--- config.mk ---
export PLATFORM = sky130hd
export DESIGN_NAME = ps2sh_top
export DESIGN_NICKNAME = d
export VERILOG_FILES = /design/src/rtl/ps2sh_pkg.sv /design/src/rtl/ps2sh_deglitch.sv /design/src/rtl/ps2sh_pick.sv /design/src/rtl/ps2sh_engine.sv /design/src/rtl/ps2sh_top.sv
export SDC_FILE = /design/constraint.sdc
export NUM_CORES = 1
export LEC_CHECK = 0
export BUFFER_PORTS_ARGS = -buffer_cell sky130_fd_sc_hd__buf_2
export CAP_MARGIN = 40
export CORE_MARGIN = 2
export CORE_UTILIZATION = 29
export CTS_CLUSTER_SIZE = 8
export DETAILED_ROUTE_END_ITERATION = 16
export PLACE_DENSITY = 0.56
export REMOVE_ABC_BUFFERS = 1
export SKIP_CTS_REPAIR_TIMING = 1
export SYNTH_ARGS = -nofsm -noshare
export SYNTH_HDL_FRONTEND = slang
export SYNTH_SLANG_ARGS = --single-unit
export TNS_END_PERCENT = 20
--- constraint.sdc ---
create_clock -name clk -period 1.6 [get_ports clk]
set_input_delay 0.16 -clock clk [delete_from_list [all_inputs] [get_ports clk]]
set_output_delay 0.16 -clock clk [all_outputs]
set_load 0.02 [all_outputs]
--- src/rtl/ps2sh_pkg.sv ---
package ps2sh_pkg;
    localparam int NCH = 4;
    localparam int CW  = $clog2(NCH);
    localparam int FRAME_LAST = 10;

    typedef enum logic [1:0] {ENG_IDLE, ENG_SHIFT, ENG_DONE} eng_state_e;

    typedef struct packed {
        logic sot;
        logic eot;
        logic perr;
        logic ferr;
    } eng_flags_t;

    // release-bit positions in the output-signal word
    function automatic int clk_pos(int c);
        return (c == NCH - 1) ? 7 : 3 + c;
    endfunction

    function automatic int dat_pos(int c);
        return (c == NCH - 1) ? 6 : c;
    endfunction

    // owner code: 0->1, 1->2, 2->4, 3->5
    function automatic logic [2:0] ach_code(logic [CW-1:0] c);
        return (c >= CW'(2)) ? 3'(c) + 3'd2 : 3'(c) + 3'd1;
    endfunction
endpackage

--- src/rtl/ps2sh_deglitch.sv ---
module ps2sh_deglitch #(
    parameter int FILT = 3
) (
    input  logic clk,
    input  logic rst,
    input  logic d,
    output logic q
);
    localparam int FW = $clog2(FILT + 1);

    logic          s1, s2;
    logic [FW-1:0] cnt;

    always_ff @(posedge clk) begin
        if (rst) begin
            s1  <= 1'b1;
            s2  <= 1'b1;
            q   <= 1'b1;
            cnt <= '0;
        end else begin
            s1 <= d;
            s2 <= s1;
            if (s2 != q) begin
                if (cnt == FW'(FILT - 1)) begin
                    q   <= s2;
                    cnt <= '0;
                end else begin
                    cnt <= cnt + 1'b1;
                end
            end else begin
                cnt <= '0;
            end
        end
    end
endmodule

--- src/rtl/ps2sh_pick.sv ---
module ps2sh_pick #(
    parameter int N = 4,
    parameter int W = 2
) (
    input  logic [N-1:0] req,
    output logic         hit,
    output logic [W-1:0] idx
);
    always_comb begin
        hit = |req;
        idx = '0;
        for (int i = N - 1; i >= 0; i--) begin
            if (req[i]) idx = W'(i);
        end
    end
endmodule

--- src/rtl/ps2sh_engine.sv ---
module ps2sh_engine
    import ps2sh_pkg::*;
(
    input  logic           clk,
    input  logic           rst,
    input  logic           mrst,
    input  logic           xmt,
    input  logic [NCH-1:0] clk_f,
    input  logic [NCH-1:0] dat_f,
    input  logic [NCH-1:0] rel,
    input  logic           dat_wr,
    input  logic [7:0]     wdata,
    output eng_flags_t     flags,
    output logic [CW-1:0]  own,
    output logic           busy,
    output logic           tx_drive,
    output logic           tx_bit,
    output logic [7:0]     dq
);
    eng_state_e     st;
    logic [NCH-1:0] clk_d, fall;
    logic [3:0]     bcnt;
    logic [9:0]     frm;
    logic           tx_mode;
    logic           hit;
    logic [CW-1:0]  win;
    logic           own_fall, own_dat;

    assign fall     = clk_d & ~clk_f & rel;
    assign own_fall = fall[own];
    assign own_dat  = dat_f[own];
    assign busy     = (st != ENG_IDLE);
    assign tx_drive = tx_mode && (st == ENG_SHIFT);

    ps2sh_pick #(.N(NCH), .W(CW)) u_pick (.req(fall), .hit(hit), .idx(win));

    always_ff @(posedge clk) begin
        if (rst) clk_d <= '1;
        else     clk_d <= clk_f;
    end

    always_ff @(posedge clk) begin
        if (rst)
            dq <= '0;
        else if (st == ENG_SHIFT && !tx_mode && own_fall && bcnt == 4'(FRAME_LAST))
            dq <= frm[8:1];
        else if (dat_wr)
            dq <= wdata;
    end

    always_ff @(posedge clk) begin
        if (rst || mrst) begin
            st      <= ENG_IDLE;
            flags   <= '0;
            own     <= '0;
            bcnt    <= '0;
            frm     <= '0;
            tx_mode <= 1'b0;
            tx_bit  <= 1'b1;
        end else begin
            case (st)
                ENG_IDLE: if (hit) begin
                    own       <= win;
                    st        <= ENG_SHIFT;
                    flags.sot <= 1'b1;
                    bcnt      <= 4'd1;
                    tx_mode   <= xmt;
                    frm[0]    <= dat_f[win];
                    tx_bit    <= dq[0];
                end
                ENG_SHIFT: if (own_fall) begin
                    bcnt <= bcnt + 4'd1;
                    if (tx_mode) begin
                        if (bcnt < 4'd8)       tx_bit <= dq[bcnt[2:0]];
                        else if (bcnt == 4'd8) tx_bit <= ~^dq;
                        else if (bcnt == 4'd9) tx_bit <= 1'b1;
                        else begin
                            flags.ferr <= own_dat;
                            flags.eot  <= 1'b1;
                            st         <= ENG_DONE;
                        end
                    end else begin
                        if (bcnt < 4'(FRAME_LAST)) begin
                            frm[bcnt] <= own_dat;
                        end else begin
                            flags.eot  <= 1'b1;
                            flags.perr <= ~(^frm[9:1]);
                            flags.ferr <= frm[0] | ~own_dat;
                            st         <= ENG_DONE;
                        end
                    end
                end
                default: ;
            endcase
        end
    end
endmodule

--- src/rtl/ps2sh_top.sv ---
module ps2sh_top
    import ps2sh_pkg::*;
#(
    parameter int FILT = 3
) (
    input  logic           clk,
    input  logic           rst,
    input  logic           cfg_en,
    input  logic           cfg_xmt,
    input  logic           cfg_wpu,
    input  logic [7:0]     osig,
    input  logic           ien_sot,
    input  logic           ien_eot,
    input  logic           dat_wr,
    input  logic [7:0]     dat_wdata,
    input  logic [NCH-1:0] ps2_clk_i,
    input  logic [NCH-1:0] ps2_dat_i,
    output logic [NCH-1:0] ps2_clk_oe,
    output logic [NCH-1:0] ps2_dat_oe,
    output logic           pullup_en,
    output logic           st_sot,
    output logic           st_eot,
    output logic           st_perr,
    output logic           st_ferr,
    output logic [2:0]     st_ach,
    output logic [7:0]     dat_q,
    output logic           irq
);
    logic [NCH-1:0] rel, clk_f, dat_f;
    logic           mrst, busy, tx_drive, tx_bit;
    logic [CW-1:0]  own;
    eng_flags_t     flags;

    for (genvar c = 0; c < NCH; c++) begin : g_ch
        localparam int CP = clk_pos(c);
        localparam int DP = dat_pos(c);
        assign rel[c]        = osig[CP];
        assign ps2_clk_oe[c] = ~osig[CP];
        assign ps2_dat_oe[c] = (tx_drive && own == CW'(c)) ? ~tx_bit : ~osig[DP];
        ps2sh_deglitch #(.FILT(FILT)) u_fc (.clk(clk), .rst(rst), .d(ps2_clk_i[c]), .q(clk_f[c]));
        ps2sh_deglitch #(.FILT(FILT)) u_fd (.clk(clk), .rst(rst), .d(ps2_dat_i[c]), .q(dat_f[c]));
    end

    assign mrst = !cfg_en || (rel == '0);

    ps2sh_engine u_eng (
        .clk(clk), .rst(rst), .mrst(mrst), .xmt(cfg_xmt),
        .clk_f(clk_f), .dat_f(dat_f), .rel(rel),
        .dat_wr(dat_wr), .wdata(dat_wdata),
        .flags(flags), .own(own), .busy(busy),
        .tx_drive(tx_drive), .tx_bit(tx_bit), .dq(dat_q)
    );

    assign st_sot    = flags.sot;
    assign st_eot    = flags.eot;
    assign st_perr   = flags.perr;
    assign st_ferr   = flags.ferr;
    assign st_ach    = busy ? ach_code(own) : 3'd0;
    assign irq       = (flags.sot & ien_sot) | (flags.eot & ien_eot);
    assign pullup_en = cfg_wpu;
endmodule

==> qor.yml, run 1 <==
yosys.area.top_type_share_pct: 42.0
slew_headroom_pct: 65.4
fin_ws_ps: -75.8
htree_levels: 3
grt_util_met2_pct: 22.1
die_y_um: 116
antenna_found_initial: 0
met3_usage_pct: 2.93
initialDrtViolationCount: 118
synth_seq_cells: 76
startpoint: "u_eng.own[0]"
dp_hpwl_um: 6410
dp.cells: 623
syn_avg_cell_area_um2: 9.52
yosys-top-cells-area: "dfxtp_1 42%, mux2i_1 6.6%, ha_1 5.9%"
worst_hold_slack_ps: 3.12
core_um2: 12100
cts_max_path_buffers: 2
drt_wl_total_um: 8690
avgRoutedWirePerCell_um: 13.3
cap_violations: 0
chipWidth_um: 116
finalPower_mw: 4.13
n_fill_cell: 1229
critPathLaunchType: "flip-flop"
io_pins: 57
cts_buffers: 9
diodes: 0
cts.clk_slew.worst_paths_ps: 60
port_buffers: 54
rows: 40
cp_cell_sequence: "buf_6 > inv_2 > ha_2 > nand3_2 > mux2i_1 > buf_4"
track_usage_pct: 13.4
cp.arrival_ps: 1520
status: "complete, but fails checks"
hp-class: "in -> reg"
hp-start: "ps2_dat_i[3]"
path_class: "reg -> out"
cp.required_ps: 1440
place.gp.congestion: 0.838
dieArea_um2: 13400
max_freq_ghz: 0.597
start_util_pct: 29.9
synth.most_common_cell: "dfxtp_1"
worstSetupEndpointType: "output pin"
violations: "negative setup slack"
r2r_setup_slack_ps: -20
synth_top_area_cell: "dfxtp_1"
synth_top_flop_cell: "dfxtp_1"
yosysWarnings: 0
busiest_layer: "met2"
layout-drive-gt1-share_pct: 37.7
async_flop_share_pct: 0
slowest_stage: "dfxtp_2"
ir_drop_uv: 486
grt_max_degree: 38
yosysUniqueCellTypes: 54
clk_latency_ps: 340
fin_crit_ps: 1680
drt_first_pass_iters: 4
setup_viol: 7
synthToLayoutAreaGrowth_pct: 36.1
synth_area_um2: 3630
crit_fanout: 5
vias_per_cell: 4.66
ant_nets: 0
fin_crit_sh_pct: 105
hold_viol: 0
powerDensity_nw_per_um2: 837
cts_tree: "yes"
reg2reg_from: "u_eng.own[1]"
max_stage_delay_ps: 360
cts.sinks: 76
grt_pass1_wl_um: 13900
tightest_slew_ps: 514
final_cells: 653
drc: 0
use_met1_pct: 17.0
slew_violations: 0
rsz0062_at_grt: "true"
dp_slack_ps: -135
synth-edff-count: 0
root_buffer: "clkbuf_16"
leakage_nw: 2.02
grt_pass1_vias: 2846
synth_commonest_cells: "76 x dfxtp_1, 45 x nor2_1, 24 x mux2i_1"
clock_skew_ps: 11.4
ys_seq_area_share_pct: 42.0
nets: 529
overflow: 0
place_area_um2: 4330
synth_cells: 381
fin_area_um2: 4940
vias: 3040
[final cells by class]
| type | count | area [um^2] | area share, % |
|---|---|---|---|
| inverter | 21 | 81.3 | 1.65 |
| clock buffer | 9 | 225 | 4.56 |
| clock inverter | 7 | 58.8 | 1.19 |
| sequential | 76 | 1540 | 31.2 |
| tap | 168 | 210 | 4.26 |
| timing repair buffer | 106 | 719 | 14.6 |
| multi-input combinational | 266 | 2100 | 42.6 |
[cells in the final DEF (no fill, tap or decap), types with 6 or more instances in the layout]
master / Yosys / routed
buf_4: 1 / 45
o2111ai_1: 10 / 10
ha_1: 17 / 12
inv_1: 20 / 18
a21oi_1: 10 / 7
or3_1: 8 / 8
nand2_1: 15 / 14
xnor2_1: 18 / 17
clkbuf_16: 0 / 9
a211oi_1: 14 / 11
dfxtp_2: 0 / 7
dfxtp_1: 76 / 67
dlygate4sd3_1: 0 / 6
mux2i_1: 24 / 24
buf_2: 6 / 49
nand3_1: 14 / 10
or2_2: 22 / 22
nor2_1: 45 / 41
[through the flow]
step	util, %	TNS (ps)
floorplan	-	-4560
global placement	35.7	-105
detailed placement	35.7	-448
CTS	38.1	-2230
global route	40.8	-1500
finish	40.8	-177
[final timing paths]
check | to | cells after the start
worst min-delay path | g_ch[3].u_fd.s1 | 2
worst max register to register | u_eng.flags[0] | 5
worst max-delay path | ps2_dat_oe[2] | 6
worst min register to register | g_ch[0].u_fc.s2 | 1
[cells by family (layout without fill, tap and decap cells)]
logic type	count (synthesis)	count (layout)	share of synthesized area, %
compound gates	66	66	14.4
xor+xnor	22	22	5.69
fa+ha+maj	17	17	5.87
buf+inv	39	143	4.35
flops	76	76	42.0
mux	27	27	8.49
simple gates	134	134	19.3
[state kept, by name, indices dropped and copies added (netlist names), 4 cells and up]
| name | cells |
|---|---|
| g_ch.u_fc.cnt | 8 |
| g_ch.u_fc.q | 4 |
| g_ch.u_fc.s1 | 4 |
| g_ch.u_fc.s2 | 4 |
| g_ch.u_fd.cnt | 8 |
| g_ch.u_fd.q | 4 |
| g_ch.u_fd.s1 | 4 |
| g_ch.u_fd.s2 | 4 |
| u_eng.bcnt | 4 |
| u_eng.clk_d | 4 |
| u_eng.dq | 8 |
| u_eng.flags | 4 |
| u_eng.frm | 10 |
[worst max-delay path, delay by kind of cell, from the launching register on]
family / cells / cell delay [ps]
multiplexers: 1 / 200
flip-flops: 1 / 360
buffers and inverters: 3 / 350
AND/OR/NAND/NOR: 1 / 80
adder cells (fa/ha/maj): 1 / 180
[power breakdown]
part           switching (mW)  internal (mW)
logic                   0.137          0.135
registers              0.0236           1.93
clock network           0.838           1.07
[routing by layer]
layer  part of all wire [%]  vias to the layer above
met4                    1.9                        0
met2                     48                       43
met1                     48                     1455
met3                    2.9                       11
li1                       -                     1531
met5                      0                        -
Power figures use the tool's default switching activity.
==> run 2: changes to the inputs <==
--- a/config.mk
+++ b/config.mk
@@ -8,10 +8,10 @@
 export BUFFER_PORTS_ARGS = -buffer_cell sky130_fd_sc_hd__buf_2
 export CAP_MARGIN = 40
 export CORE_MARGIN = 2
-export CORE_UTILIZATION = 29
+export CORE_UTILIZATION = 51
 export CTS_CLUSTER_SIZE = 8
 export DETAILED_ROUTE_END_ITERATION = 16
-export PLACE_DENSITY = 0.56
+export PLACE_DENSITY = 0.84
 export REMOVE_ABC_BUFFERS = 1
 export SKIP_CTS_REPAIR_TIMING = 1
 export SYNTH_ARGS = -nofsm -noshare
==> run 2 against run 1 <==
Net effect: the run still ends with negative setup slack left; die area fell by 42%; first-iteration DRC count rose by 89%; clock skew fell by 0.94 ps; clock power fell by 19%; hold slack improved by 44 ps; utilization rose by 28 points; total power fell by 8.7%; fmax fell by 4.8%; combinational power rose by 6%; global-route usage rose by 9.0 points.
==> qor.yml, run 2 (same netlist as run 1, synthesis figures left out) <==
status: "complete, but fails checks"
violations: "negative setup slack"
regMostFlops: "u_eng.frm"
drt_wl_total_um: 8840
max_freq_ghz: 0.568
nets: 523
drc: 0
core_um2: 6830
rows: 30
place.gp.congestion: 0.934
slew_headroom_pct: 72.3
overflow: 0
layout-drive-gt1-share_pct: 34.2
critPathLaunchType: "flip-flop"
fin_ws_ps: -161
drt_first_pass_iters: 6
rsz0062_at_grt: "true"
synthToLayoutAreaGrowth_pct: 29.1
dp_hpwl_um: 5980
largest_register_ffs: 10
vias: 3134
cts_buffers: 9
cp_cell_sequence: "buf_6 > inv_4 > ha_4 > nand3_2 > mux2i_1 > buf_4"
fin_crit_sh_pct: 110
crit_end: "ps2_dat_oe[0]"
cts.sinks: 76
r2r_setup_slack_ps: -100
cts.clk_slew.worst_paths_ps: 80
die_y_um: 88.3
path_delay_family: "flip-flops"
hold_viol: 0
reg2reg_from: "u_eng.own[0]"
cp.arrival_ps: 1600
tightest_slew_ps: 415
io_pins: 57
initialDrtViolationCount: 223
grt_max_degree: 38
reg2reg_depth: 6
port_buffers: 54
leakage_nw: 1.95
vias_per_cell: 5.45
hp-class: "in -> reg"
cts_max_path_buffers: 2
diodes: 0
worstSetupEndpointType: "output pin"
start_util_pct: 53.1
final_core_util_pct: 68.5
mostFrequentLayoutCells: "69 x dfxtp_1, 48 x buf_2, 45 x nor2_1, 42 x buf_4, 24 x mux2i_1"
n_fill_cell: 516
root_buffer: "clkbuf_8"
path_buf_inv: 3
max_stage_delay_ps: 390
fin_crit_ps: 1760
startpoint: "u_eng.own[0]"
clock_skew_ps: 10.5
layout_commonest_cell: "dfxtp_1"
chipWidth_um: 88.3
ir_drop_uv: 519
powerDensity_nw_per_um2: 806
worst_hold_slack_ps: 47.5
cp.required_ps: 1440
antenna_found_initial: 0
htree_levels: 3
grt_pass1_vias: 2830
slew_violations: 0
finalPower_mw: 3.77
dieArea_um2: 7800
setup_viol: 18
slowest_stage: "dfxtp_4"
regToRegEndpoint: "u_eng.frm[0]"
cts_tree: "yes"
avgRoutedWirePerCell_um: 15.4
path_class: "reg -> out"
grt_pass1_wl_um: 13300
clk_latency_ps: 370
cap_violations: 0
ant_nets: 0
cp_num_cells: 6
track_usage_pct: 22.5
crit_fanout: 6
run 2: changes by cell type in the layout (fill, tap and decap cells not counted), moves of 3 or more:
cell / delta
ha_4: +3
buf_4: -3
nor2_2: -3
ha_2: -3
nor2_1: +4
buf_6: -3
clkbuf_16: -9
clkbuf_8: +11
run 2: where the power goes:
group / internal [mW] / switching (mW) / total (mW)
Clock: 0.807 / 0.732 / 1.54
Combinational: 0.143 / 0.146 / 0.289
Sequential: 1.92 / 0.0219 / 1.95
Total: 2.87 / 0.899 / 3.77
run 2: how the worst min path moves through the flow:
stage	startpoint	end	cells after the start
2_1_floorplan	rst	u_eng.dq[0]	1
3_3_place_gp	cfg_wpu	pullup_en	0
3_5_place_dp	cfg_wpu	pullup_en	0
4_1_cts	ps2_dat_i[3]	g_ch[3].u_fd.s1	2
5_1_grt	cfg_xmt	u_eng.tx_mode	3
6_report	cfg_xmt	u_eng.tx_mode	3
run 2: worst reg2reg max path, cell delays in order, from the launching register on:
cell	delay (ps)
dfxtp_4	370
nand4bb_2	300
a21o_1	250
buf_4	160
a21boi_0	210
a31oi_1	140
mux2i_1	140
run 2: final cells by class:
cell class	count	area [um^2]	area share, %
sequential	76	1540	32.8
tap	96	120	2.57
clock buffer	11	151	3.23
timing repair buffer	100	658	14.1
inverter	21	83.8	1.79
multi-input combinational	266	2070	44.3
clock inverter	5	58.8	1.26
run 2: per-layer routing:
metal	vias up	wire (um)	GRT usage [%]
li1	1530	-	-
met1	1457	3710	28.4
met2	125	4390	36.2
met3	22	508	5.22
met4	0	231	10.9
met5	-	0	0
run 2: metrics by stage:
step | cell area, um^2 | std cells | TNS, ps | setup WS (ps)
after global placement | 4190 | 546 | -117 | -18.4
after detailed placement | 4190 | 546 | -1230 | -161
after CTS | 4400 | 562 | -3820 | -365
after floorplan | 3550 | 363 | -4560 | -338
after global routing | 4680 | 575 | -3210 | -200
final | 4680 | 575 | -982 | -161
